[src/rtl/i2c_eng_pkg.sv]
package i2c_eng_pkg;
  typedef enum logic [1:0] {
    ST_IDLE,
    ST_START,
    ST_BITS,
    ST_STOP
  } eng_state_e;

  localparam int PHASES    = 5;
  localparam int SAMPLE_AT = 2;
endpackage

[src/rtl/i2c_eng_tick.sv]
module i2c_eng_tick #(
  parameter int PRE_W = 16
) (
  input  logic             clk,
  input  logic             rst,
  input  logic             run,
  input  logic [PRE_W-1:0] prescale,
  output logic             tick
);
  logic [PRE_W-1:0] cnt;

  assign tick = run && (cnt == prescale);

  always_ff @(posedge clk) begin
    if (rst || !run) begin
      cnt <= '0;
    end else if (cnt == prescale) begin
      cnt <= '0;
    end else begin
      cnt <= cnt + 1'b1;
    end
  end
endmodule

[src/rtl/i2c_eng_bus_mon.sv]
module i2c_eng_bus_mon (
  input  logic clk,
  input  logic rst,
  input  logic scl_i,
  input  logic sda_i,
  output logic busy
);
  logic scl_q, sda_q;
  logic saw_start, saw_stop;

  assign saw_start = scl_q && scl_i && sda_q && !sda_i;
  assign saw_stop  = scl_q && scl_i && !sda_q && sda_i;

  always_ff @(posedge clk) begin
    if (rst) begin
      scl_q <= 1'b1;
      sda_q <= 1'b1;
      busy  <= 1'b0;
    end else begin
      scl_q <= scl_i;
      sda_q <= sda_i;
      if (saw_start) begin
        busy <= 1'b1;
      end else if (saw_stop) begin
        busy <= 1'b0;
      end
    end
  end
endmodule

[src/rtl/i2c_eng_ctrl.sv]
module i2c_eng_ctrl
  import i2c_eng_pkg::*;
#(
  parameter int DW = 8
) (
  input  logic          clk,
  input  logic          rst,
  input  logic          tick,
  input  logic          cmd_start,
  input  logic          cmd_write,
  input  logic          cmd_read,
  input  logic          cmd_stop,
  input  logic          cmd_ack,
  input  logic [DW-1:0] tx_byte,
  input  logic          scl_i,
  input  logic          sda_i,
  output logic          scl_oe,
  output logic          sda_oe,
  output logic [DW-1:0] rx_byte,
  output logic          done,
  output logic          nack,
  output logic          arb_lost,
  output logic          tip
);
  localparam int PH_W  = $clog2(PHASES);
  localparam int BIT_W = $clog2(DW + 1);
  localparam logic [PH_W-1:0]  PH_LAST   = PH_W'(PHASES - 1);
  localparam logic [PH_W-1:0]  PH_SAMPLE = PH_W'(SAMPLE_AT);
  localparam logic [PH_W-1:0]  PH_HIGH   = PH_W'(2);
  localparam logic [PH_W-1:0]  PH_EDGE   = PH_W'(3);
  localparam logic [BIT_W-1:0] ACK_SLOT  = BIT_W'(DW);

  eng_state_e      st, st_n;
  logic [PH_W-1:0] ph, ph_n;
  logic [BIT_W-1:0] bidx, bidx_n;
  logic [DW-1:0]   sreg, sreg_n, rxr, rxr_n;
  logic            own, own_n, pend, pend_n, rd, rd_n, ackc, ackc_n;
  logic            tip_n, done_n, nack_n, arb_n, abort;
  logic            scl_n, sda_n, any_cmd;

  assign any_cmd = cmd_start | cmd_write | cmd_read | cmd_stop;
  assign rx_byte = rxr;

  always_comb begin
    st_n   = st;
    ph_n   = ph;
    bidx_n = bidx;
    sreg_n = sreg;
    rxr_n  = rxr;
    own_n  = own;
    pend_n = pend;
    rd_n   = rd;
    ackc_n = ackc;
    tip_n  = tip;
    done_n = 1'b0;
    nack_n = nack;
    arb_n  = arb_lost;
    abort  = 1'b0;
    unique case (st)
      ST_IDLE: begin
        if (any_cmd) begin
          tip_n  = 1'b1;
          arb_n  = 1'b0;
          ph_n   = '0;
          bidx_n = '0;
          sreg_n = tx_byte;
          ackc_n = cmd_ack;
          rd_n   = cmd_read & ~cmd_write;
          pend_n = cmd_write;
          if (cmd_start) begin
            st_n = ST_START;
          end else if (cmd_stop) begin
            st_n = ST_STOP;
          end else begin
            st_n = ST_BITS;
          end
        end
      end
      ST_START: begin
        if (tick) begin
          if (ph == PH_LAST) begin
            ph_n  = '0;
            own_n = 1'b1;
            if (pend) begin
              st_n   = ST_BITS;
              bidx_n = '0;
              rd_n   = 1'b0;
            end else begin
              st_n   = ST_IDLE;
              tip_n  = 1'b0;
              done_n = 1'b1;
            end
          end else begin
            ph_n = ph + 1'b1;
          end
        end
      end
      ST_BITS: begin
        if (tick) begin
          if (ph == PH_SAMPLE) begin
            if (bidx < ACK_SLOT) begin
              if (rd) begin
                rxr_n = {rxr[DW-2:0], sda_i};
              end else if (sreg[DW-1] && scl_i && !sda_i) begin
                abort = 1'b1;
              end
            end else if (!rd) begin
              nack_n = sda_i;
            end
          end
          if (abort) begin
            st_n   = ST_IDLE;
            ph_n   = '0;
            own_n  = 1'b0;
            arb_n  = 1'b1;
            tip_n  = 1'b0;
            done_n = 1'b1;
          end else if (ph == PH_LAST) begin
            ph_n = '0;
            if (bidx == ACK_SLOT) begin
              st_n   = ST_IDLE;
              tip_n  = 1'b0;
              done_n = 1'b1;
            end else begin
              bidx_n = bidx + 1'b1;
              sreg_n = {sreg[DW-2:0], 1'b0};
            end
          end else begin
            ph_n = ph + 1'b1;
          end
        end
      end
      ST_STOP: begin
        if (tick) begin
          if (ph == PH_LAST) begin
            ph_n   = '0;
            own_n  = 1'b0;
            st_n   = ST_IDLE;
            tip_n  = 1'b0;
            done_n = 1'b1;
          end else begin
            ph_n = ph + 1'b1;
          end
        end
      end
      default: st_n = ST_IDLE;
    endcase
  end

  // pad enables follow the state being entered, so they change on the same edge
  always_comb begin
    scl_n = 1'b0;
    sda_n = 1'b0;
    unique case (st_n)
      ST_IDLE: scl_n = own_n;
      ST_START: begin
        if (ph_n == '0) begin
          scl_n = own_n;
        end else if (ph_n == PH_EDGE) begin
          sda_n = 1'b1;
        end else if (ph_n == PH_LAST) begin
          scl_n = 1'b1;
          sda_n = 1'b1;
        end
      end
      ST_BITS: begin
        scl_n = (ph_n < PH_HIGH) || (ph_n == PH_LAST);
        if (bidx_n < ACK_SLOT) begin
          sda_n = !rd_n && !sreg_n[DW-1];
        end else begin
          sda_n = rd_n && !ackc_n;
        end
      end
      ST_STOP: begin
        scl_n = (ph_n == '0);
        sda_n = (ph_n < PH_EDGE);
      end
      default: ;
    endcase
  end

  always_ff @(posedge clk) begin
    if (rst) begin
      st       <= ST_IDLE;
      ph       <= '0;
      bidx     <= '0;
      sreg     <= '0;
      rxr      <= '0;
      own      <= 1'b0;
      pend     <= 1'b0;
      rd       <= 1'b0;
      ackc     <= 1'b0;
      tip      <= 1'b0;
      done     <= 1'b0;
      nack     <= 1'b0;
      arb_lost <= 1'b0;
      scl_oe   <= 1'b0;
      sda_oe   <= 1'b0;
    end else begin
      st       <= st_n;
      ph       <= ph_n;
      bidx     <= bidx_n;
      sreg     <= sreg_n;
      rxr      <= rxr_n;
      own      <= own_n;
      pend     <= pend_n;
      rd       <= rd_n;
      ackc     <= ackc_n;
      tip      <= tip_n;
      done     <= done_n;
      nack     <= nack_n;
      arb_lost <= arb_n;
      scl_oe   <= scl_n;
      sda_oe   <= sda_n;
    end
  end
endmodule

[src/rtl/i2c_byte_engine.sv]
module i2c_byte_engine #(
  parameter int DATA_W = 8,
  parameter int PRE_W  = 16
) (
  input  logic              clk,
  input  logic              rst,
  input  logic [PRE_W-1:0]  prescale,
  input  logic              cmd_start,
  input  logic              cmd_write,
  input  logic              cmd_read,
  input  logic              cmd_stop,
  input  logic              cmd_ack,
  input  logic [DATA_W-1:0] tx_byte,
  input  logic              scl_i,
  input  logic              sda_i,
  output logic              scl_oe,
  output logic              sda_oe,
  output logic [DATA_W-1:0] rx_byte,
  output logic              done,
  output logic              nack,
  output logic              arb_lost,
  output logic              tip,
  output logic              busy
);
  logic tick;

  i2c_eng_tick #(.PRE_W(PRE_W)) u_tick (
    .clk      (clk),
    .rst      (rst),
    .run      (tip),
    .prescale (prescale),
    .tick     (tick)
  );

  i2c_eng_ctrl #(.DW(DATA_W)) u_ctrl (
    .clk       (clk),
    .rst       (rst),
    .tick      (tick),
    .cmd_start (cmd_start),
    .cmd_write (cmd_write),
    .cmd_read  (cmd_read),
    .cmd_stop  (cmd_stop),
    .cmd_ack   (cmd_ack),
    .tx_byte   (tx_byte),
    .scl_i     (scl_i),
    .sda_i     (sda_i),
    .scl_oe    (scl_oe),
    .sda_oe    (sda_oe),
    .rx_byte   (rx_byte),
    .done      (done),
    .nack      (nack),
    .arb_lost  (arb_lost),
    .tip       (tip)
  );

  i2c_eng_bus_mon u_mon (
    .clk   (clk),
    .rst   (rst),
    .scl_i (scl_i),
    .sda_i (sda_i),
    .busy  (busy)
  );
endmodule

[config.mk]
export PLATFORM = sky130hd
export DESIGN_NAME = i2c_byte_engine
export DESIGN_NICKNAME = d
export VERILOG_FILES = /design/src/rtl/i2c_eng_pkg.sv /design/src/rtl/i2c_eng_tick.sv /design/src/rtl/i2c_eng_bus_mon.sv /design/src/rtl/i2c_eng_ctrl.sv /design/src/rtl/i2c_byte_engine.sv
export SDC_FILE = /design/constraint.sdc
export NUM_CORES = 1
export LEC_CHECK = 0
export CORE_ASPECT_RATIO = 1.1
export CORE_UTILIZATION = 35
export CTS_BUF_LIST = sky130_fd_sc_hd__clkbuf_4 sky130_fd_sc_hd__clkbuf_8
export DETAILED_ROUTE_END_ITERATION = 10
export DONT_BUFFER_PORTS = 1
export PLACE_DENSITY = 0.5
export REMOVE_ABC_BUFFERS = 1
export SLEW_MARGIN = 20
export SYNTH_ARGS = -nofsm -noshare
export SYNTH_HDL_FRONTEND = slang
export SYNTH_SLANG_ARGS = --single-unit
export TNS_END_PERCENT = 100
[constraint.sdc]
create_clock -name clk -period 2.9 [get_ports clk]
set_input_delay 0.87 -clock clk [delete_from_list [all_inputs] [get_ports clk]]
set_output_delay 0.87 -clock clk [all_outputs]
set_load 0.02 [all_outputs]
# After elaboration in Yosys (flattened, before gate mapping)
# Index checks and enable logic that the tools add are counted.
# W data, S select, Z words.
# totals
memories,0
ramBits,0
register_bits,54
latch_bits,0
romBits,0
# op_classes
n_lt_le_gt_ge,4
eq_ne,25
mux,89
bitwise_logic,7
add_sub_neg,3
shifts,0
mul,0
div,0
reduce_logical,31
# op_table
op,n
$mux W1,49
$mux W8,5
$mux W4,8
$mux W2,11
$add A16 B1 Y16 const B,1
$eq A16 B16 Y1,1
$pmux W8 S2,1
$mux W3,5
$ne A2 B2 Y1 const B,6
$pmux W4 S3,1
$logic_and A1 B1 Y1,10
$ne A2 B1 Y1 const B,5
$reduce_and A5 Y1,2
$pmux W1 S3,3
$pmux W3 S3,1
$reduce_and A9 Y1,1
$eq A2 B2 Y1 const B,4
$lt A4 B4 Y1 const B,2
$pmux W1 S4,2
$pmux W2 S4,1
$eq A3 B2 Y1 const B,2
$eq A3 B3 Y1 const B,2
$logic_not A1 Y1,6
$lt A3 B2 Y1 const B,2
other kinds (17),28

# Longest topological paths before layout
# depth
ltp_word,16
depth_mapped,11

# Cells and area by module
# A second synthesis with hierarchy kept.
# hier_totals
hier_cells,319
hier_area_um2,2778.9
# by_module_without_submodules
module,cells_each,area_per_inst_um2,n_inst
i2c_eng_ctrl,206,1752.9,1
i2c_eng_tick,103,925.9,1
i2c_eng_bus_mon,10,100.1,1

# Least setup slack after synthesis
# No wires, ideal clock.
# synth_path
path_type,input port to flip-flop
start,input prescale[14]
end,register u_ctrl.sda_oe
cell_stages,9
t_required_ns,2.783
path_buffers,1
path_slack_ns,-0.002
arrival_ns,2.785
path_cell_list,xnor2_1 -> nand4_1 -> nor4_2 -> buf_4 -> nand2_4 -> or3_4 -> o211ai_2 -> mux2_1 -> a32o_2
# synth_between
elab_chain_len,9
elab_cells_between_ends,33
cone_classes,2 x order compare; 6 x eq/ne; 19 x mux; 6 x reduce/logical
# synth_rtl
element,line,text
start: declaration,i2c_byte_engine.sv:7,"input logic [PRE_W-1:0] prescale,"
$eq A16 B16 Y1 (*),i2c_eng_tick.sv:12,assign tick = run && (cnt == prescale);
$logic_and A1 B1 Y1 (*),i2c_eng_tick.sv:12,
"$mux W3, on equally long branches","i2c_eng_ctrl.sv:134, i2c_eng_ctrl.sv:99",
$pmux W3 S3,i2c_eng_ctrl.sv:59,unique case (st)
$eq A3 B3 Y1,i2c_eng_ctrl.sv:161,end else if (ph_n == PH_LAST) begin
$mux W1,i2c_eng_ctrl.sv:161,
$mux W1,i2c_eng_ctrl.sv:159,end else if (ph_n == PH_EDGE) begin
$mux W1,i2c_eng_ctrl.sv:157,if (ph_n == '0) begin
$pmux W1 S3 (*),i2c_eng_ctrl.sv:154,unique case (st_n)
end signal: assignment,i2c_eng_ctrl.sv:214,sda_oe <= sda_n;
end: declaration,i2c_eng_ctrl.sv:18,"output logic sda_oe,"
# Mark *: on every way between the ends. The rest lies on a longest branch, timed or not. The select of a mux whose other input is x is not followed.
# A chain may end at the register's enable or synchronous reset.

# Final worst setup path
# Same ends and word-level chain as after synthesis.

==> summary.txt <==
Worst hold path
  – Hold WC Path Type: reg2reg
  – Worst Hold End: u_ctrl.sreg[5]
  – Hold Startpoint: u_ctrl.sreg[5]
  – Hold Path Stages: 2

Critical path
  – Crit path arrival time: 2.85 ns
  – Crit path kind: in2reg
  – Largest delay share family, worst path: simple AND/OR/NAND/NOR gates
  – R2R Setup Slk: roughly 0.42 ns
  – Slowest cell on crit path: or3_4
  – FF-to-FF path depth: 9
  – Reg2reg start: u_tick.cnt[2]
  – Critical Path, Cell by Cell: xnor2_1, nand4_1, nor4_2, buf_4, nand2_4, or3_4, o211ai_2, mux2_1, a32o_2
  – Crit end category: flip-flop
  – RR Endpoint: u_ctrl.sda_oe
  – Crit path max fanout: 5
  – Buf/Inv on CP: 1
  – Crit start category: primary input
  – Required @ worst endpoint: between 3 and 4 ns
  – Slowest stage delay, CP: approximately 0.37 ns

Clock network
  – # Post-CTS Setup Buffers: 0
  – Clock Sinks: 54
  – Total CTS buffers: 5
  – CTS tree: done
  – Clk_lat worst skew: just over 0.3 ns
  – Clock-pin slew on the worst setup and hold paths: ~0.1 ns
  – H-Tree Depth: 2
  – Post-cts sizing count: 0
  – Hold buffer count at cts: 0
  – CTS Root Cell: clkbuf_8
  – Clock Tree Buf Depth: 2

GRT
  – Vias in the first global route: around 2200
  – Largest net degree at the start of global routing: 39
  – First-pass GRT wire length: between 10000 and 15000 um
  – Remaining Overflow, GRT: 0
  – GR Util All Layers: between 10% and 20%
  – GRT busiest layer: met2
  – Initial antenna violation count: 0
  – Met1 usage: about a fifth
  – Grt met2 use: 26.4%
  – Global Route met3 Usage: 3.48%

Route
  – Vias per inst: just over 5
  – DRT iter0 DRCs: 117
  – DRC: 0
  – Mean routed wirelength per cell: about 14 um
  – Final ANT Viol Nets: 0
  – Drt total wl: 6440 um
  – TritonRoute pass-1 iters: 4
  – Via count: approximately 2300

Cells and area
  – Diodes inserted: 0
  – Fraction of layout cells with a size suffix above 1: between 10 and 15%
  – Post-Layout Inst Area: around 3100 sq um
  – Nets: between 300 and 400
  – Register area: 1080 sq um
  – Util after Layout: 39.9%
  – Layout fillers: between 800 and 900
  – Area delta synth->final: 10.9%
  – Multi-input gate area: around 1600 sq um

Synth
  – Async set-reset flop share out of synthesis: 0%
  – Syn avg cell area: about 8.5 sq um
  – Post-synthesis sequential area ratio: roughly two fifths
  – Cells after Synth: around 330
  – Synthesis Warnings: 0
  – Post-synth EDFFs: 0
  – Ys flop type: dfxtp_1
  – Synth cell types: 56
  – Flops & latches, synth: 54
  – Synthesized area: around 2800 sq um

Timing
  – RSZ-0062 raised after global routing: no
  – Final hold vios: 0
  – Tmin final: ~2.6 ns
  – Slew Limit Fails: 0
  – Fmax: ~0.38 GHz
  – Worst-margin pin slew: 0.601 ns
  – Setup Viol. Count Final: 0
  – Slew margin rel.: roughly 60%
  – Fin Clk Skew: around 0.0099 ns
  – Final period util: between 90 and 100%

Placement
  – IO buf count: 0
  – DP Area: 3030 sq um
  – RD Place Congestion: slightly above 0.8
  – Post-DP HPWL: around 4700 um

Run status
  – Outcome: finished, final reports clean

Flow run
  – Max-Cap Viols: 0

Floorplanning
  – Chip Width: 87.8 um
  – Die H: 96.4 um
  – Placeable Area: 7870 sq um
  – Io pins: 48
  – Row count: 34
  – Die area: between 8000 and 9000 sq um
  – Starting Density: between 30 and 40%

Power and ir drop
  – Pwr dens: approximately 460 nW/um^2
  – Leakage: approximately 1.1 nW
  – VDD IR max: just under 0.2 mV
  – Total power draw: roughly 1.4 mW
synth_stat cells (3+ instances only):
cell | count | area, sq um
a21oi_1 | 19 | 95.1
mux2i_1 | 12 | 120
ha_1 | 6 | 75.1
nor2b_1 | 3 | 18.8
nor2_1 | 59 | 221
xnor2_1 | 20 | 175
nand4_1 | 8 | 50.1
inv_1 | 9 | 33.8
xor2_1 | 8 | 70.1
nand2_1 | 23 | 86.3
nand3_1 | 18 | 90.1
a22oi_1 | 9 | 67.6
nor3_1 | 4 | 20.0
clkbuf_1 | 12 | 45.0
dfxtp_1 | 54 | 1080
and3_1 | 5 | 31.3
or2_2 | 3 | 18.8
o21ai_0 | 11 | 55.1
cells in the final DEF (no fill, tap or decap), drive strengths merged, types with 5 or more instances in the layout:
cell type and count:
xor2 8, dfxtp 54, nand3 18, clkbuf 8
a21oi 19, nor2 59, buf 16, and3 5
nand2 25, a22oi 9, nor3 5, o21ai 11
ha 6, mux2i 12, nand4 8, xnor2 21
inv 9
per-stage QoR:
stage	TNS, ns	hold WS (ns)	cells	worst slack [ns]
after detailed placement	-0.0920	0.443	441	-0.0920
after global routing	0	0.479	449	0.151
final	0	0.452	449	0.258
after global placement	-0.0496	0.431	441	-0.0496
after floorplan	-2.81	0.425	317	-0.294
after CTS	0	0.455	449	0.245
tightest hold or removal path: cells and delay by family (launching register included):
kind            cells  cell delay (ns)
compound gates      1             0.05
flops               1             0.32
simple gates        1             0.05
layout make-up:
class / instances / share of cell area [%]
multi-input cells: 254 / 52.1
flip-flops and latches: 54 / 34.4
repair buffers: 16 / 4.62
well taps: 108 / 4.30
clock buffers: 8 / 3.50
inverters: 9 / 1.07
logic make-up after synthesis:
| family | Yosys count | share of synthesized area [%] |
|---|---|---|
| flops | 54 | 38.1 |
| buf+inv | 25 | 4.10 |
| xor+xnor | 29 | 9.22 |
| fa+ha+maj | 6 | 2.65 |
| compound gates | 58 | 13.8 |
| mux | 13 | 4.63 |
| simple gates | 148 | 27.4 |
worst max-delay path by stage:
stage | endpoint | depth (start not counted) | start
floorplan | u_ctrl.rx_byte[0] | 8 | prescale[14]
global placement | u_ctrl.sda_oe | 9 | prescale[15]
detailed placement | u_ctrl.sda_oe | 9 | prescale[14]
CTS | u_ctrl.sda_oe | 9 | prescale[14]
global route | u_ctrl.sda_oe | 9 | prescale[14]
finish | u_ctrl.sda_oe | 9 | prescale[14]
metal layers:
layer / share of wire, % / vias to the layer above / wire [um]
met2: 47 / 49 / 3010
met1: 47 / 1088 / 3040
met5: 0 / - / 0
met3: 4.9 / 5 / 315
li1: - / 1174 / -
met4: 1.1 / 0 / 70
sequential cells by signal, indices dropped and copies added, names as in the netlist:
register / flops
u_ctrl.arb_lost: 1
u_ctrl.st: 2
u_ctrl.tip: 1
u_ctrl.pend: 1
u_ctrl.bidx: 4
u_ctrl.sreg: 8
u_tick.cnt: 16
u_ctrl.done: 1
u_mon.scl_q: 1
u_mon.sda_q: 1
u_ctrl.rx_byte: 8
u_ctrl.ph: 3
u_mon.busy: 1
u_ctrl.own: 1
u_ctrl.nack: 1
u_ctrl.sda_oe: 1
u_ctrl.scl_oe: 1
u_ctrl.rd: 1
u_ctrl.ackc: 1
where the power goes:
group	internal, mW	switching, mW
sequential	0.768	0.0268
clock	0.242	0.247
combinational	0.0686	0.0983
Power figures use the tool's default switching activity.
